## src/rtl/dspwm_pkg.sv

```systemverilog
package dspwm_pkg;

  typedef enum logic [1:0] {
    UPD_AT_TOP    = 2'd0,
    UPD_AT_ZERO   = 2'd1,
    UPD_AT_BOTH   = 2'd2,
    UPD_AT_BOTH_B = 2'd3
  } upd_mode_e;

  // Copy point at the top turn-around is allowed for this mode
  function automatic logic top_copy_ok(upd_mode_e m, logic circ);
    return (m == UPD_AT_TOP) || (((m == UPD_AT_BOTH) || (m == UPD_AT_BOTH_B)) && circ);
  endfunction

  // Copy point at the zero turn-around is allowed for this mode
  function automatic logic zero_copy_ok(upd_mode_e m);
    return m != UPD_AT_TOP;
  endfunction

endpackage

```

## src/rtl/dspwm_shadow.sv

```systemverilog
module dspwm_shadow #(
  parameter int unsigned W         = 16,
  parameter logic [W-1:0] RST_VAL  = '0,
  parameter bit          DROP_ZERO = 1'b0
) (
  input  logic         clk,
  input  logic         rst,
  input  logic         wr_en,
  input  logic [W-1:0] wr_data,
  input  logic         load,
  output logic [W-1:0] active_q
);

  logic [W-1:0] shadow_q;
  logic         accept;

  generate
    if (DROP_ZERO) begin : g_drop
      assign accept = wr_en && (wr_data != '0);
    end else begin : g_keep
      assign accept = wr_en;
    end
  endgenerate

  always_ff @(posedge clk) begin
    if (rst) begin
      shadow_q <= RST_VAL;
      active_q <= RST_VAL;
    end else begin
      if (accept) shadow_q <= wr_data;
      if (load)   active_q <= shadow_q;
    end
  end

endmodule

```

## src/rtl/dspwm_updown.sv

```systemverilog
module dspwm_updown #(
  parameter int unsigned W = 16
) (
  input  logic         clk,
  input  logic         rst,
  input  logic         en,
  input  logic         tick,
  input  logic [W-1:0] per,
  output logic         step_c,
  output logic [W-1:0] next_c,
  output logic         rising_c,
  output logic         hit_top_c,
  output logic         hit_zero_c
);

  logic [W-1:0] cnt_q;
  logic         up_q;
  logic [W:0]   inc;

  assign inc        = {1'b0, cnt_q} + (W+1)'(1);
  assign step_c     = en && tick;
  assign rising_c   = up_q;
  assign next_c     = up_q ? inc[W-1:0] : (cnt_q - W'(1));
  assign hit_top_c  = up_q && (inc >= {1'b0, per});
  assign hit_zero_c = !up_q && (next_c == '0);

  always_ff @(posedge clk) begin
    if (rst || !en) begin
      cnt_q <= '0;
      up_q  <= 1'b1;
    end else if (tick) begin
      cnt_q <= next_c;
      if (hit_top_c)  up_q <= 1'b0;
      if (hit_zero_c) up_q <= 1'b1;
    end
  end

endmodule

```

## src/rtl/dspwm_wavegen.sv

```systemverilog
module dspwm_wavegen #(
  parameter int unsigned W = 16
) (
  input  logic         clk,
  input  logic         rst,
  input  logic         en,
  input  logic         step,
  input  logic [W-1:0] next_cnt,
  input  logic         rising,
  input  logic         hit_top,
  input  logic         hit_zero,
  input  logic [W-1:0] per,
  input  logic [W-1:0] cmp,
  output logic         pwm_q,
  output logic         top_q,
  output logic         zero_q,
  output logic         match_q
);

  localparam logic [W-1:0] HALF = {1'b1, {(W-1){1'b0}}};

  logic         split;
  logic [W-1:0] eff;
  logic         ramp_ok;
  logic         match_c;
  logic         level_c;

  assign split   = per < HALF;
  assign eff     = split ? {1'b0, cmp[W-2:0]} : cmp;
  assign ramp_ok = !split || (cmp[W-1] != rising);
  assign match_c = (next_cnt == eff) && ramp_ok;

  always_comb begin
    if (eff == '0)       level_c = 1'b1;
    else if (eff >= per) level_c = 1'b0;
    else if (rising)     level_c = next_cnt >= eff;
    else                 level_c = next_cnt > eff;
  end

  always_ff @(posedge clk) begin
    if (rst || !en) begin
      pwm_q   <= 1'b0;
      top_q   <= 1'b0;
      zero_q  <= 1'b0;
      match_q <= 1'b0;
    end else if (step) begin
      pwm_q   <= level_c;
      top_q   <= hit_top;
      zero_q  <= hit_zero;
      match_q <= match_c;
    end else begin
      top_q   <= 1'b0;
      zero_q  <= 1'b0;
      match_q <= 1'b0;
    end
  end

endmodule

```

## src/rtl/dspwm_center_timer.sv

```systemverilog
module dspwm_center_timer #(
  parameter int unsigned CNT_W   = 16,
  parameter int unsigned PER_RST = 255
) (
  input  logic             clk,
  input  logic             rst,
  input  logic             en,
  input  logic             tick,
  input  logic             per_wr,
  input  logic [CNT_W-1:0] per_wdata,
  input  logic             cmp_wr,
  input  logic [CNT_W-1:0] cmp_wdata,
  input  logic [1:0]       upd_mode,
  input  logic             circ_en,
  output logic             pwm_o,
  output logic             top_o,
  output logic             zero_o,
  output logic             match_o
);
  import dspwm_pkg::*;

  localparam logic [CNT_W-1:0] PER_INIT = CNT_W'(PER_RST);

  logic [CNT_W-1:0] per_act, cmp_act, next_cnt;
  logic             step, rising, hit_top, hit_zero;
  logic             copy_now;
  upd_mode_e        mode;

  assign mode     = upd_mode_e'(upd_mode);
  assign copy_now = !en ||
                    (step && ((hit_top  && top_copy_ok(mode, circ_en)) ||
                              (hit_zero && zero_copy_ok(mode))));

  dspwm_shadow #(.W(CNT_W), .RST_VAL(PER_INIT), .DROP_ZERO(1'b1)) u_per (
    .clk(clk), .rst(rst), .wr_en(per_wr), .wr_data(per_wdata),
    .load(copy_now), .active_q(per_act)
  );

  dspwm_shadow #(.W(CNT_W), .RST_VAL('0), .DROP_ZERO(1'b0)) u_cmp (
    .clk(clk), .rst(rst), .wr_en(cmp_wr), .wr_data(cmp_wdata),
    .load(copy_now), .active_q(cmp_act)
  );

  dspwm_updown #(.W(CNT_W)) u_cnt (
    .clk(clk), .rst(rst), .en(en), .tick(tick), .per(per_act),
    .step_c(step), .next_c(next_cnt), .rising_c(rising),
    .hit_top_c(hit_top), .hit_zero_c(hit_zero)
  );

  dspwm_wavegen #(.W(CNT_W)) u_wave (
    .clk(clk), .rst(rst), .en(en), .step(step), .next_cnt(next_cnt),
    .rising(rising), .hit_top(hit_top), .hit_zero(hit_zero),
    .per(per_act), .cmp(cmp_act),
    .pwm_q(pwm_o), .top_q(top_o), .zero_q(zero_o), .match_q(match_o)
  );

endmodule

```

## config.mk

```make
export PLATFORM = sky130hd
export DESIGN_NAME = dspwm_center_timer
export DESIGN_NICKNAME = d
export VERILOG_FILES = /design/src/rtl/dspwm_pkg.sv /design/src/rtl/dspwm_shadow.sv /design/src/rtl/dspwm_updown.sv /design/src/rtl/dspwm_wavegen.sv /design/src/rtl/dspwm_center_timer.sv
export SDC_FILE = /design/constraint.sdc
export NUM_CORES = 1
export LEC_CHECK = 0
export ABC_CLOCK_PERIOD_IN_PS = 11800
export BUFFER_PORTS_ARGS = -buffer_cell sky130_fd_sc_hd__buf_4
export CAP_MARGIN = 25
export CORE_AREA = 2 2 138 140
export DETAILED_ROUTE_END_ITERATION = 7
export DIE_AREA = 0 0 140 142
export PLACE_DENSITY = 0.52
export SLEW_MARGIN = 20
export SYNTH_ARGS = -nofsm -noshare
export SYNTH_HDL_FRONTEND = slang
export SYNTH_HIERARCHICAL = 1
export SYNTH_SLANG_ARGS = --single-unit
```

## constraint.sdc

```tcl
create_clock -name clk -period 11.8 [get_ports clk]
set_input_delay 2.36 -clock clk [delete_from_list [all_inputs] [get_ports clk]]
set_output_delay 2.36 -clock clk [all_outputs]
set_load 0.005 [all_outputs]
```

==> results.md <==
- Synth unique cells: 54
- Worst hold path type: flip-flop to flip-flop
- Initial core utilization: 0.294
- Root Driver: clkbuf_16
- Max VDD drop: 0.0552 mV
- Final Cell Area: 6160 um^2
- Vias in the first global route: 4188
- Fin crit share: 0.376
- Clk slew on worst S/H paths: 0.06 ns
- Main synth FF type: dfxtp_1
- Max-cap violations: 0
- EDFF count, synth: 0
- IO Port Bufs: 44
- Post-Syn Area per Cell: 8.70 um^2
- Average wire per standard cell: 15.2 um
- Die area: 19900 um^2
- Cells after DPL: 867
- Max_slew headroom: 0.451
- Fmax: 0.225 GHz
- Mapped Cells: 623
- Syn_nets: 713
- Share of layout cells above drive strength 1: 0.114
- Final setup margin: 7.36 ns
- Non-filler instance count after layout: 883
- Initial drt markers: 192
- Post-DRT Antenna Nets: 0
- Core area: 18500 um^2
- Bufs on Longest Clock Path: 2
- Storage element area: 1700 um^2
- Io pins: 45
- Data required time of the worst path: 12.00 ns
- Via/cell ratio: 4.80
- Crit path max fanout: 40
- Gp weighted congestion: 0.883
- Num CTS Buffers: 9
- Worst slew pin tran: 0.823 ns
- H-tree depth: 3
- Clock latency on the worst-skew pair: 0.35 ns
- Seq cells post-synth: 85
- Antenna cells: 0
- Synth area leader: dfxtp_1
- Syn Std Cell Area: 5420 um^2
- Pwr/cell area: 110 nW/um^2
- Startpoint types: flip-flop
- Final #Nets: 734
- Dpl hpwl: 10.1 mm
- Area grow syn2layout: 13.5%
- Synth top area cells: dfxtp_1 31%, mux2i_1 12%, ha_1 11%
- RSZ-0062 raised after global routing: no
- Share of synthesized registers carrying an async set or reset: 0
- CTS tree: built
- Setup Viol. Count Final: 0
- Status: complete, but fails checks
- Vias: 4238
- Share of the synthesized area in the top cell type: 0.314
- Placed cell areas: 5850 um^2
- Maximum number of pins on one net before global-route repair: 83
- Pleak: 2.74 nW
- Synth warn: 6
- Setup bufs post-CTS: 0
- First-pass GRT wire length: 22.0 mm
- DR pass1 iterations: 6
- Hold Fails Final Rpt: 0
- Max Clock Skew: 0.00782 ns
- Die W: 140 um
- CTS-repair resized insts: 0
- Failing checks: DRC
- Gr ovfl total: 0
- Hold_buf cts: 0
- Count of final max-slew check failures: 0
- Fillers: 1942
- Initial antenna violation count: 0
- Die Y: 142 um
- Row count: 50
- Area of the multi-input gates: 3310 um^2
- Register area share after synthesis: 0.314
- Total track usage: 0.142
- Critical Path End Type: flip-flop
- Setup tns final: 0 ns
- CTS Sinks: 85
- DRT Wirelength: 13.4 mm
- Pre-CTS WS: 7.43 ns
- DR DRC count: 1
- Count leader, synth: nor2_1
- Worst setup path class: flip-flop to flip-flop
- Worst Path Arrival: 4.65 ns
- Synth cell count leaders: 94 x nor2_1, 85 x dfxtp_1, 64 x mux2i_1
- Minimum clock period: 4.44 ns
## cells in the final DEF (no fill, tap or decap), types with 15 or more instances in the layout
master	count
nor2_1	94
dfxtp_1	85
mux2i_1	64
inv_1	54
ha_1	49
buf_4	45
nand2b_1	20
nand2_1	18
xnor2_1	18
nand4_1	17
a21oi_1	16
xor2_1	15
## through the flow
stage               hold WS [ns]  total power (W)   util
global route               0.479         0.000709  0.334
floorplan                  0.440         0.000365      -
detailed placement         0.455         0.000391  0.317
global placement           0.450         0.000391  0.317
finish                     0.466         0.000678  0.334
CTS                        0.470         0.000687  0.334
## path summary, 6_finish.rpt
| path | start | endpoint | slack, ns | cells after the start |
|---|---|---|---|---|
| setup / recovery | u_cnt/cnt_q[6] | u_per/active_q[15] | 7.36 | 14 |
| hold / removal | u_per/shadow_q[0] | u_per/active_q[0] | 0.47 | 1 |
| setup reg to reg | u_cnt/cnt_q[6] | u_per/active_q[15] | 7.36 | 14 |
| hold reg to reg | u_per/shadow_q[0] | u_per/active_q[0] | 0.47 | 1 |
## state kept, by name (all words and copies together) (netlist names)
register / count
u_cnt/rising_c: 1
u_per/shadow_q: 16
u_cnt/cnt_q: 16
u_per/active_q: 16
u_wave/zero_q: 1
u_cmp/shadow_q: 16
u_wave/top_q: 1
u_cmp/active_q: 16
u_wave/pwm_q: 1
u_wave/match_q: 1
## critical path, cell delays in order, from the launching register on
cell and delay [ns]:
dfxtp_1 0.60, nand4_1 0.46, nor2_1 0.25, xor2_1 0.09
ha_1 0.30, nand4_1 0.11, a2111oi_0 0.50, nor2_1 0.08
a211o_1 0.32, a31oi_1 0.29, nand2_1 0.14, o311ai_4 0.29
buf_4 0.49, mux2i_1 0.27, nor2_1 0.05
## kinds of logic after synthesis
family	count (synthesis)	share of synthesized area
adders and majority gates	49	0.113
xor gates and xnor gates	33	0.0533
and+or+nand+nor	230	0.226
AOI/OAI and AO/OA	73	0.0985
DFF	85	0.314
buffers and inverters	89	0.0775
muxes	64	0.118
## where the power goes
part	switching [W]	internal, W	leakage [nW]
Combinational	0.0000379	0.0000366	1.90
Clock	0.000118	0.000176	0.145
Sequential	0.0000101	0.000299	0.695
Total	0.000166	0.000512	2.74
## metal layers
metal | vias up | GRT usage | wire length (um)
met1 | 1949 | 0.183 | 6400
met2 | 66 | 0.238 | 6270
met5 | - | 0 | 0
li1 | 2207 | - | -
met3 | 16 | 0.0215 | 429
met4 | 0 | 0.0617 | 319
## final cells by class
class                   instances  area share
flip-flops and latches         85       0.276
clock inverters                 4     0.00874
inverters                      54      0.0329
multi-input cells             449       0.538
clock buffers                  12      0.0417
repair buffers                 45      0.0549
well taps                     234      0.0476
No activity file was read; power rests on OpenSTA's default activity.
